===== config.mk =====
export PLATFORM = sky130hd
export DESIGN_NAME = flash_status_gen
export DESIGN_NICKNAME = d
export VERILOG_FILES = /design/src/rtl/flash_status_gen.sv
export SDC_FILE = /design/constraint.sdc
export NUM_CORES = 1
export LEC_CHECK = 0
export BUFFER_PORTS_ARGS = -buffer_cell sky130_fd_sc_hd__buf_2
export CAP_MARGIN = 40
export CORE_AREA = 2 2 219 274
export DETAILED_ROUTE_END_ITERATION = 16
export DIE_AREA = 0 0 221 276
export PLACE_DENSITY = 0.69
export SYNTH_ARGS = -nofsm -noshare
export SYNTH_HDL_FRONTEND = slang
export SYNTH_SLANG_ARGS = --single-unit

===== constraint.sdc =====
create_clock -name clk -period 5.23 [get_ports clk]
set_input_delay 0.523 -clock clk [delete_from_list [all_inputs] [get_ports clk]]
set_output_delay 0.523 -clock clk [all_outputs]
set_load 0.01 [all_outputs]

===== src/rtl/flash_status_gen.sv =====
module flash_status_gen #(
  parameter int ADDR_W    = 6,
  parameter int SECT_W    = 2,
  parameter int PROG_CYC  = 16,
  parameter int ERASE_CYC = 64
) (
  input  logic              clk,
  input  logic              rst_n,
  input  logic              ce_n,
  input  logic              we_n,
  input  logic              oe_n,
  input  logic [ADDR_W-1:0] addr,
  input  logic [7:0]        wdata,
  input  logic              cmd_prog,
  input  logic              cmd_sect_erase,
  input  logic              cmd_chip_erase,
  input  logic              cmd_suspend,
  input  logic              cmd_resume,
  output logic [7:0]        rdata,
  output logic              busy_pull_low
);
  localparam int DEPTH = 1 << ADDR_W;
  localparam int PW = $clog2(PROG_CYC + 1);
  localparam int EW = $clog2(ERASE_CYC + 1);

  typedef enum logic [2:0] {S_IDLE, S_PROG, S_ERASE, S_SUSP, S_SPROG} st_t;

  st_t               st;
  logic              we_q;
  logic [PW-1:0]     pcnt;
  logic [EW-1:0]     ecnt;
  logic [ADDR_W-1:0] paddr;
  logic [7:0]        pdata;
  logic [SECT_W-1:0] esect;
  logic              echip;
  logic [7:0]        mem [DEPTH];

  function automatic logic [SECT_W-1:0] sect_of(input logic [ADDR_W-1:0] a);
    return a[ADDR_W-1 -: SECT_W];
  endfunction

  wire wr_ev = !ce_n && !we_q && we_n;

  always_ff @(posedge clk or negedge rst_n) begin
    if (!rst_n) begin
      st    <= S_IDLE;
      we_q  <= 1'b1;
      pcnt  <= '0;
      ecnt  <= '0;
      paddr <= '0;
      pdata <= '0;
      esect <= '0;
      echip <= 1'b0;
      for (int i = 0; i < DEPTH; i++) mem[i] <= 8'hFF;
    end else begin
      we_q <= we_n;
      case (st)
        S_IDLE:
          if (wr_ev) begin
            if (cmd_prog) begin
              st    <= S_PROG;
              paddr <= addr;
              pdata <= wdata;
              pcnt  <= PW'(PROG_CYC - 1);
            end else if (cmd_sect_erase || cmd_chip_erase) begin
              st    <= S_ERASE;
              esect <= sect_of(addr);
              echip <= cmd_chip_erase;
              ecnt  <= EW'(ERASE_CYC - 1);
            end
          end
        S_PROG, S_SPROG:
          if (pcnt == '0) begin
            mem[paddr] <= mem[paddr] & pdata;
            st <= (st == S_SPROG) ? S_SUSP : S_IDLE;
          end else begin
            pcnt <= pcnt - 1'b1;
          end
        S_ERASE:
          if (ecnt == '0) begin
            for (int i = 0; i < DEPTH; i++)
              if (echip || sect_of(ADDR_W'(i)) == esect) mem[i] <= 8'hFF;
            st <= S_IDLE;
          end else begin
            ecnt <= ecnt - 1'b1;
            if (wr_ev && cmd_suspend) st <= S_SUSP;
          end
        S_SUSP:
          if (wr_ev) begin
            if (cmd_resume) begin
              st <= S_ERASE;
            end else if (cmd_prog) begin
              st    <= S_SPROG;
              paddr <= addr;
              pdata <= wdata;
              pcnt  <= PW'(PROG_CYC - 1);
            end
          end
        default: st <= S_IDLE;
      endcase
    end
  end

  always_comb begin
    if (ce_n || oe_n)                     rdata = 8'h00;
    else if (st == S_PROG || st == S_SPROG) rdata = {~pdata[7], 7'b0};
    else if (st == S_ERASE)               rdata = 8'h00;
    else                                  rdata = mem[addr];
  end

  assign busy_pull_low = (st == S_PROG) || (st == S_ERASE) || (st == S_SPROG);

  a_r2_busy_needs_write: assert property (@(posedge clk) disable iff (!rst_n)
    $rose(busy_pull_low) |-> ($past(we_n) && !$past(ce_n) && !$past(we_n, 2)));

  a_r6_suspend_freezes: assert property (@(posedge clk) disable iff (!rst_n)
    ((st == S_SUSP || st == S_SPROG) && ($past(st) == S_SUSP || $past(st) == S_SPROG))
      |-> $stable(ecnt));

  a_r4_erase_advances: assert property (@(posedge clk) disable iff (!rst_n)
    (st == S_ERASE && $past(st) == S_ERASE) |-> ecnt == EW'($past(ecnt) - 1'b1));

  a_r7_resume_by_write: assert property (@(posedge clk) disable iff (!rst_n)
    ($past(st) == S_SUSP && st == S_ERASE) |-> $past(wr_ev && cmd_resume));

  a_r8_back_to_suspend: assert property (@(posedge clk) disable iff (!rst_n)
    ($fell(busy_pull_low) && $past(st) == S_SPROG) |-> st == S_SUSP);
endmodule


* Word level (Yosys, flattened, before mapping)
Cells that the tools add are included.
** Word-level totals
- Output and inout port bits :: 9
- Logic and storage cells :: 189
- Bits in registers :: 545
- Bits of input ports :: 24
** Cells by class
- Reductions and logical operators :: 33
- Add/subtract/negate cells :: 2
- Multiplexer cells :: 51
- Eq/ne operators :: 23
- Bitwise gates (word level) :: 5
- Order comparisons :: 3
** Operator list (count)
- 2-to-1 mux 512 bit :: 2
- case mux 512 bit (2 select lines) :: 1
- bitwise mux 512 bit :: 1
- 2-to-1 mux 8 bit :: 16
- binary-select mux 8 bit (select 6 bit) :: 2
- demux 8 bit (select 6 bit) :: 1
- 2-to-1 mux 7 bit :: 4
- 2-to-1 mux 3 bit :: 9
- inequality test 2 bit, second input constant :: 13
- 2-to-1 mux 5 bit :: 5
- 2-to-1 mux 6 bit :: 4
- AND reduction 4 bit :: 6
- case mux 8 bit (2 select lines) :: 1
- case mux 5 bit (3 select lines) :: 1
- >= comparator 7 bit, second input constant :: 2
- inverter 6 -> 7 bit :: 2
- case mux 7 bit (2 select lines) :: 1
- case mux 3 bit (4 select lines) :: 1
- case mux 6 bit (2 select lines) :: 1
- AND reduction 5 bit :: 2
- logical OR 1 bit :: 9
- inequality test 3 bit, second input constant :: 3
- bitwise AND 8 bit :: 1
- zero test 7 bit :: 1
- other kinds (19) :: 28

* Depth between registers and ports, before layout
- Word-level depth :: 8
- Gate-level depth with buffers :: 14
- Mapped depth without buffers :: 8

* Worst setup path before layout
No wires, ideal clock.
- Kind :: input -> output
- From :: in addr[0]
- To :: out rdata[1]
- Required time :: 4.707 ns
- Data arrival time :: 2.921 ns
- Path buffers :: 4
- Setup slack :: 1.786 ns
- Cell stages on the path :: 9
- Cells stage by stage :: buf_2 -> buf_2 -> buf_1 -> buf_2 -> mux4_2 -> mux2i_1 -> nand2_1 -> nand4_1 -> o21ai_0
** On the way
- Cells in the longest elaborated chain, start to end :: 7
** RTL lines
- start, declared :: line 12 : input logic [ADDR_W-1:0] addr,
- inverter 6 -> 7 bit (not written as such) :: line 108 : else rdata = mem[addr];
- binary-select mux 8 bit (select 6 bit) :: line 108
- 2-to-1 mux 8 bit (not written as such) (2 in a row) :: line 108
- 2-to-1 mux 8 bit :: line 107 : else if (st == S_ERASE) rdata = 8'h00;
- 2-to-1 mux 8 bit :: line 106 : else if (st == S_PROG || st == S_SPROG) rdata = {~pdata[7], 7'b0};
- 2-to-1 mux 8 bit :: line 105 : if (ce_n || oe_n) rdata = 8'h00;
- end, declared :: line 19 : output logic [7:0] rdata,
Every way passes these cells. The select of a mux whose other input is x is not followed.

* Final worst setup path
- From :: reg st[2]
- To :: out rdata[1]
** On the way
- Cells in the longest elaborated chain, start to end :: 4
- Elaborated cells between the ends (all ways) :: 7
- Those cells by class :: eq/ne (3); mux (3); reduce/logical (1)
** RTL lines
- start, declared :: line 28 : st_t st;
- start signal, assigned :: line 75 : st <= (st == S_SPROG) ? S_SUSP : S_IDLE;
- equality test 3 x 2 -> 1 bit, or another cell as far along :: line 107
- 2-to-1 mux 8 bit / logical OR 1 bit (equally long branches) :: line 107, 106
- 2-to-1 mux 8 bit (*) :: line 106
- 2-to-1 mux 8 bit (*) :: line 105
Mark *: on every way between the ends. The rest lies on a longest branch, timed or not.

==> reports/results.md <==
• **run status** completed
• **largest delay contributor family on the critical path** XOR/XNOR gates
• **wire length per cell after detailed routing** 33.1 um
• **total routing usage reported by global routing** 40.7%
• **hold slack final** 0.134 ns
• **sequential-to-total area share from yosys stat** 44.9%
• **Post-Syn Nets** 3,066
• **DRT antenna net count** 0
• **class of the worst hold path** in2reg
• **CORE AREA** 58,300 sq um
• **cell with the largest stage delay on the worst path** xnor2_1
• **max-capacitance violation count** 0
• **Logic pwr share** 37.5%
• **pin count of the biggest net entering global routing** 119
• **number of enable flip-flop cells after synthesis** 0
• **number of warning messages in the yosys log** 0
• **switching share of total power** 42.9%
• **IR Drop Worst-Case VDD** 0.000391 V
• **Area growth syn-to-layout** 10.6%
• **wire length after detailed routing** 126 mm
• **latest clock arrival within the worst-skew pair** 0.63 ns
• **worst setup slack for register-to-register paths** 0.92 ns
• **required time at the endpoint of the critical path** 4.71 ns
• **first element of the critical path** st[2]
• **kind of critical path** reg2out
• **clock buffer depth** 3
• **final RePlAce weighted congestion** 1.04
• **RSZ-0062 raised after global routing** false
• **cts-stage hold buffer count** 2
• **# setup viols final** 0
• **biggest area contributors in the synthesized netlist** dfstp_2, mux4_2, mux2_2
• **# diodes** 0
• **highest-count cells in the layout ignoring fill and taps** dfstp_2, o21ai_0, nand2_1
• **transition time of the tightest slew-check pin** 0.955 ns
• **crit share post-route** 84.0%
• **final critical delay including setup and external delays** 4.39 ns
• **die height** 276 um
• **CTS tree** yes
• **Post-Synthesis Mean Instance Area** 10.5 sq um
• **Die Outline Area** 61,000 sq um
• **cell count after synthesis** 3,040
• **Reg-to-Reg Start** paddr[2]
• **Syn Std Cell Area** 31,800 sq um
• **clock transition at the register clock pins on the worst setup and hold paths after CTS** 0.07 ns
• **number of library cell types mapped by synthesis** 80
• **number of remaining DRC errors** 0
• **hold path startpoint** wdata[1]
• **worst setup margin** 0.836 ns
• **pins over their slew limit** 0
• **GRT overflow** 0
• **fraction of registers with async set/reset** 100%
• **Leakage** 13.6 nW
• **portion of synthesized cell area occupied by the leading cell type** 42.4%
• **part of the total power dissipated in sequential elements** 34.4%
• **detailed-placement wirelength estimate** 85.4 mm
• **setup total negative slack** 0 ns
• **vias** 28,100
• **power density over cell area** 411 nW/um^2
• **vias in the first global route** 27,600
• **CP Buf/Inv Count** 3
• **CTS Buf Count** 57
• **initial core utilization** 54.5%
• **startpoint type of the worst setup path** register
• **IO buf count** 32
• **relative slew slack** 35.9%
• **share of post-route cells with drive strength above 1** 37.6%
• **final layout net count** 3,044
• **most frequent standard cell in the layout excluding fill and tap cells** dfstp_2
• **CTS Sinks** 545
• **number of iterations in the first detailed-routing pass** 6
• **H-tree level count** 2
• **Net Switching** 6.21 mW
• **IO Pins** 33
• **overall power** 14.5 mW
• **clock network fraction of design power** 28.1%
• **post-CTS setup repair buffer count** 0
• **Max stage delay on crit path** 0.81 ns
• **antenna violations before repair** 3
• **maximum clock frequency** 0.228 GHz
• **Resize count post-CTS** 0
• **die width** 221 um
• **initial DRC count** 4,520
• **detail-routed via count per cell** 7.36
• **root buffer cell** clkbuf_16
• **critical path arrival** 3.87 ns
• **series of cell instances along the critical path** xnor2_1 -> buf_4 -> o21ai_0 -> nor4b_2 -> buf_4 -> nand4_1 -> o21ai_0 -> buf_2
• **post-placement worst setup slack** 1.22 ns
• **capturing element type of the critical path** primary output
• **first-pass GRT wire length** 185 mm
• **final worst clock skew** 0.0195 ns
• **placement row count** 99
• **Internal Power** 8.27 mW
• **top_reg_cell synth** dfstp_2
• **cell type with the largest total area after synthesis** dfstp_2
• **number of synthesized register bits** 545
• **Hold Vio Cnt, Final** 0
• **critical path peak fanout** 12
-- flip-flops by register name, summed over array words and instances (netlist names) --
register / flops
pdata: 8
echip: 1
mem: 512
paddr: 6
esect: 2
pcnt: 5
st: 3
ecnt: 7
we_q: 1
-- cell type report --
type / count / area [sq um]
flip-flops and latches: 545 / 14300
fillers: 4808 / 23100
multi-input cells: 2226 / 16500
inverters: 15 / 56.3
clock buffers: 78 / 1630
repair buffers: 173 / 1590
well taps: 757 / 947
clock inverters: 21 / 189
-- synthesized netlist by cell type (12+ instances only) --
| master | instances |
|---|---|
| dfrtp_1 | 32 |
| nor2b_1 | 16 |
| dfstp_2 | 513 |
| buf_6 | 15 |
| o21ai_1 | 49 |
| nand3_1 | 29 |
| a22oi_1 | 39 |
| nor2_1 | 159 |
| mux2_1 | 14 |
| mux4_2 | 158 |
| buf_2 | 37 |
| o21ai_0 | 345 |
| a22o_1 | 17 |
| nand2b_1 | 19 |
| nand2_1 | 245 |
| a21oi_1 | 240 |
| nor3_1 | 236 |
| or3_1 | 96 |
| mux2_2 | 155 |
| clkbuf_1 | 174 |
| mux2i_1 | 144 |
| o22ai_1 | 31 |
| buf_1 | 20 |
| a21oi_2 | 21 |
| a221oi_1 | 38 |
| inv_1 | 12 |
| a221o_1 | 18 |
-- cell families (layout without fill, tap and decap cells) --
group,count (synthesis),in the layout,share of synthesized area (%)
muxes,471,471,21.7
DFF,545,545,44.9
and+or+nand+nor,863,863,12.9
xor gates and xnor gates,4,4,0.110
buffers and inverters,269,287,3.77
adders and majority gates,2,2,0.0786
AOI/OAI and AO/OA,886,886,16.5
-- path summary, 6_finish.rpt --
path,endpoint,cells after the start
hold reg to reg,pcnt[4],2
min in group asynchronous,paddr[2],2
setup / recovery,rdata[1],8
setup reg to reg,mem[345],8
max in group asynchronous,ecnt[1],3
hold / removal,pdata[1],2
-- metal layers --
| metal | vias to the layer above | share of wire [%] | GRT usage, % | wire length (um) |
|---|---|---|---|---|
| li1 | 11400 | - | - | - |
| met1 | 13900 | 34 | 49.3 | 43200 |
| met2 | 2172 | 43 | 60.2 | 54700 |
| met3 | 670 | 12 | 12.3 | 15700 |
| met4 | 4 | 10 | 32.7 | 12600 |
| met5 | - | 0.021 | 0 | 26 |
-- metrics by stage --
| step | instances | area, sq um | utilization [%] |
|---|---|---|---|
| 2_1_floorplan | 3040 | 31800 | - |
| 3_3_place_gp | 3694 | 33000 | 56.6 |
| 3_5_place_dp | 3713 | 33400 | 57.2 |
| 4_1_cts | 3814 | 35200 | 60.3 |
| 5_1_grt | 3815 | 35200 | 60.3 |
| 6_report | 3815 | 35200 | 60.3 |
-- power by group through the flow --
| stage | combinational (mW) | clock [mW] | sequential, mW |
|---|---|---|---|
| 4_1_cts | 5.10 | 4.08 | 4.95 |
| 3_3_place_gp | 4.86 | 0 | 5.06 |
| 3_5_place_dp | 5.08 | 0 | 5.01 |
| 2_1_floorplan | 3.02 | 0 | 4.67 |
| 6_report | 5.43 | 4.07 | 4.98 |
| 5_1_grt | 5.43 | 4.26 | 5.00 |
No activity file was read; power rests on OpenSTA's default activity.
